$ cat src/rtl/chanctl_pkg.sv
package chanctl_pkg;
  typedef enum logic [1:0] {
    ST_IDLE   = 2'd0,
    ST_ACTIVE = 2'd1,
    ST_PAUSED = 2'd2
  } chanState_e;

  typedef enum logic [1:0] {
    MD_XOR  = 2'd0,
    MD_CRC  = 2'd1,
    MD_DMA  = 2'd2,
    MD_FILL = 2'd3
  } opMode_e;

  // register addresses
  localparam int A_CFG  = 0;
  localparam int A_MODE = 1;
  localparam int A_PTR  = 2;
  localparam int A_CMD  = 3;
  localparam int A_ERR  = 4;

  // command bit positions
  localparam int CB_START   = 0;
  localparam int CB_STOP    = 1;
  localparam int CB_PAUSE   = 2;
  localparam int CB_RESTART = 3;
  localparam int CMD_W      = 4;

  // error flag positions
  localparam int EB_ILLEGAL = 0;
  localparam int EB_BUSY    = 1;
  localparam int EB_BADPTR  = 2;
  localparam int ERR_W      = 3;

  // configuration field positions
  localparam int CF_MODE_LO = 0;
  localparam int CF_PROT    = 4;
  localparam int CF_SRC_LO  = 8;
  localparam int CF_DST_LO  = 12;
  localparam int BURST_W    = 3;

  typedef struct packed {
    logic cfgWr;
    logic modeWr;
    logic ptrWr;
  } regStrobe_t;
endpackage

$ cat src/rtl/chanctl_regs.sv
module chanctl_regs
  import chanctl_pkg::*;
#(
  parameter int DATA_W    = 32,
  parameter int ADDR_W    = 3,
  parameter int XOR_ALIGN = 6,
  parameter int BLK_ALIGN = 5,
  parameter int BURST_DEF = 4
) (
  input  logic              clk,
  input  logic              rstN,
  input  regStrobe_t        strobe,
  input  logic [DATA_W-1:0] wrData,
  input  logic [ADDR_W-1:0] rdAddr,
  input  chanState_e        stateIn,
  input  logic [ERR_W-1:0]  errIn,
  output logic [DATA_W-1:0] rdData,
  output opMode_e           modeOut,
  output logic [DATA_W-1:0] cfgOut,
  output logic [DATA_W-1:0] ptrOut,
  output logic              ptrOk
);
  localparam logic [BURST_W-1:0] BURST_RST = BURST_W'(BURST_DEF);

  opMode_e            modeQ;
  logic               protectQ;
  logic [BURST_W-1:0] srcBurstQ;
  logic [BURST_W-1:0] dstBurstQ;
  logic [DATA_W-1:0]  ptrQ;
  logic [DATA_W-1:0]  cfgWord;

  always_ff @(posedge clk) begin
    if (!rstN) begin
      modeQ     <= MD_XOR;
      protectQ  <= 1'b1;
      srcBurstQ <= BURST_RST;
      dstBurstQ <= BURST_RST;
      ptrQ      <= '0;
    end else begin
      if (strobe.cfgWr) begin
        protectQ  <= wrData[CF_PROT];
        srcBurstQ <= wrData[CF_SRC_LO +: BURST_W];
        dstBurstQ <= wrData[CF_DST_LO +: BURST_W];
      end
      if (strobe.modeWr) modeQ <= opMode_e'(wrData[CF_MODE_LO +: 2]);
      if (strobe.ptrWr)  ptrQ  <= wrData;
    end
  end

  always_comb begin
    cfgWord = '0;
    cfgWord[CF_MODE_LO +: 2]       = modeQ;
    cfgWord[CF_PROT]               = protectQ;
    cfgWord[CF_SRC_LO +: BURST_W]  = srcBurstQ;
    cfgWord[CF_DST_LO +: BURST_W]  = dstBurstQ;
  end

  always_comb begin
    ptrOk = 1'b0;
    if (ptrQ != '0) begin
      unique case (modeQ)
        MD_XOR:         ptrOk = (ptrQ[XOR_ALIGN-1:0] == '0);
        MD_CRC, MD_DMA: ptrOk = (ptrQ[BLK_ALIGN-1:0] == '0);
        default:        ptrOk = 1'b1;
      endcase
    end
  end

  always_comb begin
    if (rdAddr == ADDR_W'(A_CFG) || rdAddr == ADDR_W'(A_MODE)) rdData = cfgWord;
    else if (rdAddr == ADDR_W'(A_PTR)) rdData = ptrQ;
    else if (rdAddr == ADDR_W'(A_CMD)) rdData = DATA_W'(stateIn);
    else if (rdAddr == ADDR_W'(A_ERR)) rdData = DATA_W'(errIn);
    else rdData = '0;
  end

  assign modeOut = modeQ;
  assign cfgOut  = cfgWord;
  assign ptrOut  = ptrQ;

  AST_MODE_KEPT: assert property (@(posedge clk) disable iff (!rstN)
    (!strobe.modeWr) |=> (modeQ == $past(modeQ)));
  AST_ZERO_PTR_BAD: assert property (@(posedge clk) disable iff (!rstN)
    (ptrOut == '0) |-> !ptrOk);
endmodule

$ cat src/rtl/chanctl_ctrl.sv
module chanctl_ctrl
  import chanctl_pkg::*;
#(
  parameter int ADDR_W = 3
) (
  input  logic              clk,
  input  logic              rstN,
  input  logic              wrEn,
  input  logic [ADDR_W-1:0] wrAddr,
  input  logic [CMD_W-1:0]  cmdData,
  input  logic              doneIn,
  input  logic              ptrOk,
  output regStrobe_t        strobe,
  output chanState_e        stateOut,
  output logic [ERR_W-1:0]  errOut
);
  chanState_e       stateQ, stateD;
  logic [ERR_W-1:0] errQ, errSet, errClr;
  logic             cmdWr;

  assign cmdWr         = wrEn && (wrAddr == ADDR_W'(A_CMD));
  assign strobe.cfgWr  = wrEn && (wrAddr == ADDR_W'(A_CFG));
  assign strobe.modeWr = wrEn && (wrAddr == ADDR_W'(A_MODE));
  assign strobe.ptrWr  = wrEn && (wrAddr == ADDR_W'(A_PTR));
  assign errClr = (wrEn && (wrAddr == ADDR_W'(A_ERR))) ? cmdData[ERR_W-1:0] : '0;

  always_comb begin
    stateD = stateQ;
    errSet = '0;
    if (cmdWr && cmdData != '0) begin
      if ($countones(cmdData) != 1) begin
        errSet[EB_ILLEGAL] = 1'b1;
      end else if (cmdData[CB_START]) begin
        case (stateQ)
          ST_IDLE:   if (ptrOk) stateD = ST_ACTIVE; else errSet[EB_BADPTR] = 1'b1;
          ST_ACTIVE: errSet[EB_BUSY] = 1'b1;
          default:   errSet[EB_ILLEGAL] = 1'b1;
        endcase
      end else if (cmdData[CB_STOP]) begin
        case (stateQ)
          ST_ACTIVE: stateD = ST_IDLE;
          ST_IDLE:   stateD = ST_IDLE;
          default:   errSet[EB_ILLEGAL] = 1'b1;
        endcase
      end else if (cmdData[CB_PAUSE]) begin
        if (stateQ == ST_ACTIVE) stateD = ST_PAUSED;
        else errSet[EB_ILLEGAL] = 1'b1;
      end else begin
        if (stateQ == ST_PAUSED) stateD = ST_ACTIVE;
        else errSet[EB_ILLEGAL] = 1'b1;
      end
    end
    if (doneIn && stateQ == ST_ACTIVE && stateD == ST_ACTIVE) stateD = ST_IDLE;
  end

  always_ff @(posedge clk) begin
    if (!rstN) begin
      stateQ <= ST_IDLE;
      errQ   <= '0;
    end else begin
      stateQ <= stateD;
      errQ   <= (errQ & ~errClr) | errSet;
    end
  end

  assign stateOut = stateQ;
  assign errOut   = errQ;

  AST_STATE_LEGAL: assert property (@(posedge clk) disable iff (!rstN)
    stateQ != 2'd3);
  AST_START_FROM_IDLE: assert property (@(posedge clk) disable iff (!rstN)
    (cmdWr && cmdData == 4'b0001 && stateQ == ST_IDLE && !ptrOk)
      |=> (stateQ == ST_IDLE && errQ[EB_BADPTR]));
  AST_PAUSE_ENTRY: assert property (@(posedge clk) disable iff (!rstN)
    (stateQ == ST_PAUSED && $past(stateQ) != ST_PAUSED)
      |-> ($past(stateQ) == ST_ACTIVE && $past(cmdWr)));
  AST_IDLE_STOP_QUIET: assert property (@(posedge clk) disable iff (!rstN)
    (cmdWr && cmdData == 4'b0010 && stateQ == ST_IDLE)
      |=> (stateQ == ST_IDLE && errQ == $past(errQ)));
  AST_DONE_TO_IDLE: assert property (@(posedge clk) disable iff (!rstN)
    (doneIn && stateQ == ST_ACTIVE && !cmdWr) |=> (stateQ == ST_IDLE));
  AST_ILLEGAL_STICKY: assert property (@(posedge clk) disable iff (!rstN)
    (errQ[EB_ILLEGAL] && !(wrEn && wrAddr == ADDR_W'(A_ERR) && cmdData[EB_ILLEGAL]))
      |=> errQ[EB_ILLEGAL]);
  AST_BUSY_STAYS: assert property (@(posedge clk) disable iff (!rstN)
    (cmdWr && cmdData == 4'b0001 && stateQ == ST_ACTIVE)
      |=> (stateQ == ST_ACTIVE && errQ[EB_BUSY]));
endmodule

$ cat src/rtl/chan_cmd_ctrl.sv
module chan_cmd_ctrl
  import chanctl_pkg::*;
#(
  parameter int DATA_W    = 32,
  parameter int ADDR_W    = 3,
  parameter int XOR_ALIGN = 6,
  parameter int BLK_ALIGN = 5,
  parameter int BURST_DEF = 4
) (
  input  logic              clk,
  input  logic              rstN,
  input  logic              wrEn,
  input  logic [ADDR_W-1:0] wrAddr,
  input  logic [DATA_W-1:0] wrData,
  input  logic [ADDR_W-1:0] rdAddr,
  output logic [DATA_W-1:0] rdData,
  input  logic              doneIn,
  output logic              runEn,
  output logic [1:0]        modeOut,
  output logic [DATA_W-1:0] cfgOut,
  output logic [DATA_W-1:0] descPtrOut
);
  regStrobe_t       strobe;
  chanState_e       state;
  logic [ERR_W-1:0] errFlags;
  logic             ptrOk;
  opMode_e          mode;

  chanctl_ctrl #(.ADDR_W(ADDR_W)) uCtrl (
    .clk(clk), .rstN(rstN), .wrEn(wrEn), .wrAddr(wrAddr),
    .cmdData(wrData[CMD_W-1:0]), .doneIn(doneIn), .ptrOk(ptrOk),
    .strobe(strobe), .stateOut(state), .errOut(errFlags)
  );

  chanctl_regs #(
    .DATA_W(DATA_W), .ADDR_W(ADDR_W), .XOR_ALIGN(XOR_ALIGN),
    .BLK_ALIGN(BLK_ALIGN), .BURST_DEF(BURST_DEF)
  ) uRegs (
    .clk(clk), .rstN(rstN), .strobe(strobe), .wrData(wrData),
    .rdAddr(rdAddr), .stateIn(state), .errIn(errFlags), .rdData(rdData),
    .modeOut(mode), .cfgOut(cfgOut), .ptrOut(descPtrOut), .ptrOk(ptrOk)
  );

  assign runEn   = (state == ST_ACTIVE);
  assign modeOut = mode;
endmodule

$ cat config.mk
export PLATFORM = sky130hd
export DESIGN_NAME = chan_cmd_ctrl
export DESIGN_NICKNAME = d
export VERILOG_FILES = /design/src/rtl/chanctl_pkg.sv /design/src/rtl/chanctl_regs.sv /design/src/rtl/chanctl_ctrl.sv /design/src/rtl/chan_cmd_ctrl.sv
export SDC_FILE = /design/constraint.sdc
export NUM_CORES = 1
export LEC_CHECK = 0
export ABC_AREA = 0
export CAP_MARGIN = 30
export CORE_ASPECT_RATIO = 1.4
export CORE_MARGIN = 5
export CORE_UTILIZATION = 30
export DETAILED_ROUTE_END_ITERATION = 6
export DONT_BUFFER_PORTS = 1
export HOLD_SLACK_MARGIN = 0.08
export PLACE_DENSITY = 0.42
export SLEW_MARGIN = 30
export SYNTH_ARGS = -nofsm -noshare
export SYNTH_HDL_FRONTEND = slang
export SYNTH_SLANG_ARGS = --single-unit
$ cat constraint.sdc
create_clock -name clk -period 2.68 [get_ports clk]
set_input_delay 0.134 -clock clk [delete_from_list [all_inputs] [get_ports clk]]
set_output_delay 0.134 -clock clk [all_outputs]
set_load 0.1 [all_outputs]
==> key figures, run 1 <==
Outcome
  – Run status: finished, final reports clean

Clocking
  – Cell at the root of the clock tree: sky130_fd_sc_hd__clkbuf_16
  – Number of buffers inserted to repair setup after CTS: 0
  – Clock latency reported for the late side of the worst-skew pair: 290 ps
  – H-tree level count: 2
  – CTS-repair resized insts: 0
  – Clock-pin slew of the registers on the worst-case setup and hold paths: 60 ps
  – Total CTS buffers: 5
  – Max Root-Sink Buffers: 2
  – Sinks on the clock net: 46
  – Cts-stage hold buffer count: 35
  – Clock tree from TritonCTS: done

Critical path
  – Worst endpoint data arrival time: 2160 ps
  – Kind of cell adding the most delay to the critical path: adder cells
  – Worst-path cell with the longest stage delay: sky130_fd_sc_hd__fa_1
  – Crit path required time: 2850 ps
  – Startpoint type of the worst setup path: primary input
  – Critical Path Sink Type: register
  – Cells traversed along the worst timing path: inv_1 > ha_1 > ha_1 > fa_1 > nor3b_1 > and4_1 > nor2_1 > a41oi_1 > o41ai_1
  – Most numerous cell on the critical path: sky130_fd_sc_hd__ha_1
  – Crit path largest cell delay: 440 ps
  – Total buffers and inverters traversed by the critical path: 1
  – Maximum fanout count along the critical path: 7
  – Worst setup path class: primary input to register

Timing
  – Max_slew headroom: 0.6394
  – Clock tree skew after final layout: 2.492 ps
  – Count of final hold-check violations: 0
  – Worst slew pin tran: 545.4 ps
  – Setup repair after global routing missed its margin: no
  – Final worst path period share: 0.7440
  – FMAX: 501.5 MHz
  – Total setup violations reported at the end of the flow: 0
  – Setup TNS Final: 0 ps
  – Max-slew violations: 0
  – Crit path time final: 1994 ps

Power
  – Leakage component of the power: 1.580 nW
  – IR drop worst, VDD: 313.3 uV
  – Power density over the cells: 484.0 nW/um^2

GRT
  – Number of global-route vias before repair: 2685
  – Maximum number of pins on one net before global-route repair: 48
  – Overall overflow remaining after global route: 0
  – Total global-route track usage: 0.1575
  – Number of antenna violations at the first check in global routing: 0
  – First-pass GRT wire length: 13950 um

Place
  – Final HPWL DP: 6526 um
  – Total of buffers placed on input and output ports: 0
  – Final weighted congestion of routability-driven global placement: 0.8598
  – Instance count after placement with tap cells included: 508

Detailed routing
  – Remaining routing DRC violations: 0
  – Antenna-violating nets left: 0
  – Total Routed Length: 8972 um
  – Overall via count from detail_route: 2681
  – Avg WL per Cell: 16.28 um
  – DRC marker count from the first detailed-route iteration: 49
  – 1st-pass router iterations: 4
  – Average via count per standard cell: 4.866

Synth
  – Synth Warn #: 0
  – Syn avg cell area: 7.636 um^2
  – Share of the yosys chip area belonging to registers: 0.3436
  – Post-synth top area cell: sky130_fd_sc_hd__dfxtp_1
  – Flip-flop and latch count after synthesis: 46
  – Top post-synthesis cells by area: sky130_fd_sc_hd__dfxtp_1 (34%), sky130_fd_sc_hd__nand2_1 (12%), sky130_fd_sc_hd__a21boi_0 (7.6%)
  – Number of instances in the synthesized netlist: 351
  – Post-synthesis cell area: 2680 um^2
  – Count of cell types in the netlist: 39
  – Area share of the largest cell type after synthesis: 0.3436

Die
  – Die area: 10950 um^2
  – Placeable core region: 8658 um^2
  – Initial standard-cell utilization of the core: 0.3095
  – Width of the chip: 89.88 um
  – Die height: 121.8 um
  – IO Pins: 141
  – Standard-cell rows: 40

Layout
  – Leading cell type in the layout, fill and taps excluded: sky130_fd_sc_hd__nand2_1
  – Nets: 495
  – Final instance count without filler cells: 551
  – Most used cells in the layout excluding fill and tap cells: sky130_fd_sc_hd__nand2_1 (89), sky130_fd_sc_hd__buf_4 (77), sky130_fd_sc_hd__dfxtp_1 (44)
  – Diode count: 0
  – Share of post-route cells with drive strength above 1: 0.2287
  – Synthesis-to-layout area growth: 40.85%

Job
  – Max_cap viols: 0

Min path
  – Tightest Hold Check Type: primary input to register
==> Yosys cell counts <==
master	count
sky130_fd_sc_hd__and2_1	21
sky130_fd_sc_hd__nand2b_1	11
sky130_fd_sc_hd__a32oi_1	1
sky130_fd_sc_hd__or2_2	1
sky130_fd_sc_hd__a2bb2oi_1	1
sky130_fd_sc_hd__a22oi_1	1
sky130_fd_sc_hd__inv_1	9
sky130_fd_sc_hd__o22ai_1	2
sky130_fd_sc_hd__o41ai_1	1
sky130_fd_sc_hd__nand3b_1	11
sky130_fd_sc_hd__nor2b_1	4
sky130_fd_sc_hd__clkbuf_1	15
sky130_fd_sc_hd__a21boi_0	27
sky130_fd_sc_hd__o21ai_0	4
sky130_fd_sc_hd__or2_1	1
sky130_fd_sc_hd__dfxtp_1	46
sky130_fd_sc_hd__a21oi_1	10
sky130_fd_sc_hd__nor2_1	5
sky130_fd_sc_hd__nand2_1	89
sky130_fd_sc_hd__and3_1	1
sky130_fd_sc_hd__conb_1	1
sky130_fd_sc_hd__buf_4	26
sky130_fd_sc_hd__a41oi_1	2
sky130_fd_sc_hd__o21a_1	3
sky130_fd_sc_hd__and4_1	1
sky130_fd_sc_hd__nor3b_1	1
sky130_fd_sc_hd__buf_2	7
sky130_fd_sc_hd__o211ai_1	2
sky130_fd_sc_hd__nor3_1	5
sky130_fd_sc_hd__a21boi_1	13
sky130_fd_sc_hd__or3_1	2
sky130_fd_sc_hd__nand3_1	7
sky130_fd_sc_hd__nor4_1	7
sky130_fd_sc_hd__o31a_1	1
sky130_fd_sc_hd__mux2i_1	2
sky130_fd_sc_hd__ha_1	7
sky130_fd_sc_hd__o2bb2ai_1	1
sky130_fd_sc_hd__nand4_1	1
sky130_fd_sc_hd__fa_1	1
==> worst paths after layout <==
check	slack (ps)	from	cells past startpoint	to
min reg2reg	470	uCtrl.errOut[2]	2	uCtrl.errOut[2]
max reg2reg	1000	uRegs.ptrOut[18]	6	uCtrl.errOut[2]
max	690	wrData[2]	9	uCtrl.stateOut[0]
min	90	wrAddr[1]	2	uRegs.modeOut[1]
==> cells by family after synthesis <==
logic type / count (synthesis) / synth area share
AND/OR/NAND/NOR: 168 / 0.3053
AO/OA/AOI/OAI: 69 / 0.1825
buffers and inverters: 57 / 0.1195
flip-flops: 46 / 0.3436
adder cells (fa/ha/maj): 8 / 0.04015
multiplexers: 2 / 0.007470
other: 1 / 0.001399
==> state kept, by name, summed over array words and instances, names as in the netlist <==
signal,cells
uRegs.srcBurstQ,3
uCtrl.stateOut,2
uRegs.dstBurstQ,3
uRegs.protectQ,1
uRegs.ptrOut,32
uCtrl.errOut,3
uRegs.modeOut,2
==> per-layer routing <==
layer / routed length [um] / part of all wire / track usage / up-vias
li1: - / - / - / 1305
met1: 3633 / 0.40 / 0.1765 / 1253
met2: 4502 / 0.50 / 0.2821 / 108
met3: 676 / 0.075 / 0.04632 / 15
met4: 160 / 0.018 / 0.05680 / 0
met5: 0 / 0 / 0 / -
==> final cells by class <==
type	count	area, um^2
Clock buffer	7	142.6
Clock inverter	1	5.005
Fill cell	880	4883
Inverter	9	33.78
Multi-Input combinational cell	270	1580
Sequential cell	46	923.4
Tap cell	105	131.4
Timing Repair Buffer	113	958.4
==> worst register-to-register path: cells and delay by family (launching register included) <==
kind	cells	cell delay (ps)
flops	1	300
simple gates	4	970
compound gates	1	140
buf+inv	1	230
==> metrics by stage <==
stage	cell area (um^2)	hold WS, ps	setup WS [ps]	total power, mW	utilization
6_report	3775	94.53	686.1	1.827	0.4360
3_5_place_dp	3267	216.9	402.9	1.150	0.3773
3_3_place_gp	3267	214.4	456.0	1.148	0.3773
4_1_cts	3775	91.16	712.4	1.853	0.4360
2_1_floorplan	2813	258.0	161.9	1.131	-
5_1_grt	3775	98.51	566.0	1.891	0.4360
==> where the power goes <==
group | switching [mW] | internal (mW)
sequential | 0.00861 | 0.698
combinational | 0.372 | 0.110
clock | 0.268 | 0.370
Power figures use the tool's default switching activity.
==> run 2, diff against run 1 <==
==> constraint.sdc (replaced) <==
create_clock -name clk -period 1.85 [get_ports clk]
set_input_delay 0.0925 -clock clk [delete_from_list [all_inputs] [get_ports clk]]
set_output_delay 0.0925 -clock clk [all_outputs]
set_load 0.1 [all_outputs]
==> key figures, run 2 (synthesized netlist as in run 1, its figures left out) <==
Die
  – Width of the chip: 89.88 um
  – Initial standard-cell utilization of the core: 0.3095
  – Placeable core region: 8658 um^2
  – Die height: 121.8 um
  – Standard-cell rows: 40
  – IO Pins: 141
  – Die area: 10950 um^2

Critical path
  – Worst setup path class: primary input to register
  – Crit path required time: 2010 ps
  – Critical Path Sink Type: register
  – Maximum fanout count along the critical path: 7
  – Endpoint of the worst-slack reg-to-reg timing path: uCtrl.errOut[2]
  – Crit path largest cell delay: 470 ps
  – Startpoint type of the worst setup path: primary input
  – Worst-path cell with the longest stage delay: sky130_fd_sc_hd__fa_1
  – Worst Reg-to-Reg Cells: 5
  – Total buffers and inverters traversed by the critical path: 1
  – Worst endpoint data arrival time: 1900 ps
  – Cells traversed along the worst timing path: inv_2 > ha_4 > ha_4 > fa_1 > nor3b_2 > and4_1 > nor2_1 > a41oi_1 > o41ai_1
  – Kind of cell adding the most delay to the critical path: adder cells
  – Worst R2R Setup Slack: 230 ps
  – Worst reg2reg startpoint: uRegs.ptrOut[8]
  – Most numerous cell on the critical path: sky130_fd_sc_hd__ha_4

Place
  – Final weighted congestion of routability-driven global placement: 0.8096
  – Standard cell area after detailed placement: 3855 um^2
  – Final HPWL DP: 6834 um
  – Post-placement setup slack: -190.0 ps
  – Total of buffers placed on input and output ports: 0
  – Instance count after placement with tap cells included: 515

Detailed routing
  – Remaining routing DRC violations: 0
  – Antenna-violating nets left: 0
  – Overall via count from detail_route: 2658
  – Avg WL per Cell: 16.27 um
  – 1st-pass router iterations: 4
  – Average via count per standard cell: 4.738
  – Total Routed Length: 9127 um
  – DRC marker count from the first detailed-route iteration: 82

Layout
  – Leading cell type in the layout, fill and taps excluded: sky130_fd_sc_hd__nand2_1
  – Finished Core Util: 0.5074
  – Nets: 505
  – Most used cells in the layout excluding fill and tap cells: sky130_fd_sc_hd__nand2_1 (89), sky130_fd_sc_hd__buf_4 (56), sky130_fd_sc_hd__dlygate4sd3_1 (37)
  – Synthesis-to-layout area growth: 63.91%
  – Fillcell total: 834
  – Share of post-route cells with drive strength above 1: 0.3421
  – Fin area: 4393 um^2
  – Diode count: 0
  – Final instance count without filler cells: 561
  – Number of flip-flops under the largest register name: 32

Timing
  – Setup TNS Final: 0 ps
  – Setup ws final: 105.7 ps
  – Worst slew pin tran: 548.0 ps
  – Max-slew violations: 0
  – Count of final hold-check violations: 0
  – Worst hold margin: 89.25 ps
  – Total setup violations reported at the end of the flow: 0
  – Crit path time final: 1744 ps
  – Final worst path period share: 0.9429
  – Max_slew headroom: 0.6377
  – Setup repair after global routing missed its margin: no
  – FMAX: 573.3 MHz
  – Clock tree skew after final layout: 2.613 ps

Clocking
  – Clock-pin slew of the registers on the worst-case setup and hold paths: 60 ps
  – H-tree level count: 2
  – Max Root-Sink Buffers: 2
  – Cell at the root of the clock tree: sky130_fd_sc_hd__clkbuf_16
  – Clock latency reported for the late side of the worst-skew pair: 280 ps
  – Total CTS buffers: 5
  – Clock tree from TritonCTS: done
  – Sinks on the clock net: 46

Power
  – Total power: 2.691 mW
  – Power density over the cells: 612.6 nW/um^2
  – Leakage component of the power: 1.727 nW
  – IR drop worst, VDD: 376.1 uV

Min path
  – Worst hold start: wrData[1]
  – Hold Path Stages: 4
  – Tightest Hold Check Type: primary input to register
  – Min-Delay Endpoint: uCtrl.stateOut[1]

GRT
  – First-pass GRT wire length: 14940 um
  – Number of antenna violations at the first check in global routing: 0
  – Total global-route track usage: 0.1678
  – Maximum number of pins on one net before global-route repair: 48
  – Overall overflow remaining after global route: 0
  – Number of global-route vias before repair: 2826

Job
  – Max_cap viols: 0

Outcome
  – Run status: finished, final reports clean
run 2: cell count changes in the layout (fill, tap and decap cells not counted), sizes merged:
cell and change:
buf +7, dlygate4sd3 +3
run 2: area by class of cell:
| type | instances | area, um^2 | share of cell area |
|---|---|---|---|
| well taps | 105 | 131.4 | 0.02991 |
| clock buffers | 7 | 142.6 | 0.03247 |
| flip-flops and latches | 46 | 944.7 | 0.2150 |
| inverters | 9 | 41.29 | 0.009399 |
| repair buffers | 123 | 1391 | 0.3167 |
| clock inverters | 1 | 5.005 | 0.001139 |
| multi-input cells | 270 | 1737 | 0.3953 |
run 2: what timing repair did:
item / 4_1_cts / 5_1_grt
buffers inserted: 0 / 0
hold buffers: 38 / 0
hold endpoints to repair: 46 / 0
gates resized for setup: 0 / 0
run 2: power by group:
group / switching (mW) / internal, mW / leakage (nW)
Clock: 0.378 / 0.536 / 0.0739
Sequential: 0.0128 / 1.01 / 0.380
Combinational: 0.553 / 0.198 / 1.27
run 2: per-layer routing:
metal	GRT usage	vias up	share of wire
li1	-	1327	-
met1	0.1944	1233	0.41
met2	0.2889	89	0.50
met3	0.06424	9	0.080
met4	0.04562	0	0.015
met5	0	-	0
run 2: worst max path at each step:
stage	start	end	slack, ps	cells past startpoint
after floorplan	wrData[1]	uCtrl.stateOut[0]	20	10
after global placement	wrData[1]	uCtrl.stateOut[1]	-120	9
after detailed placement	wrData[3]	uCtrl.stateOut[0]	-190	9
after CTS	wrData[3]	uCtrl.stateOut[0]	100	9
after global routing	uRegs.ptrOut[8]	uCtrl.errOut[2]	3	5
final	wrData[3]	uCtrl.stateOut[0]	110	9
run 2: worst reg2reg max path: stages (launching register included):
cell and delay (ps):
sky130_fd_sc_hd__dfxtp_2 320, sky130_fd_sc_hd__nor4_1 350, sky130_fd_sc_hd__nand4_1 190, sky130_fd_sc_hd__nor4_1 480, sky130_fd_sc_hd__o211ai_1 140, sky130_fd_sc_hd__nand2_1 80
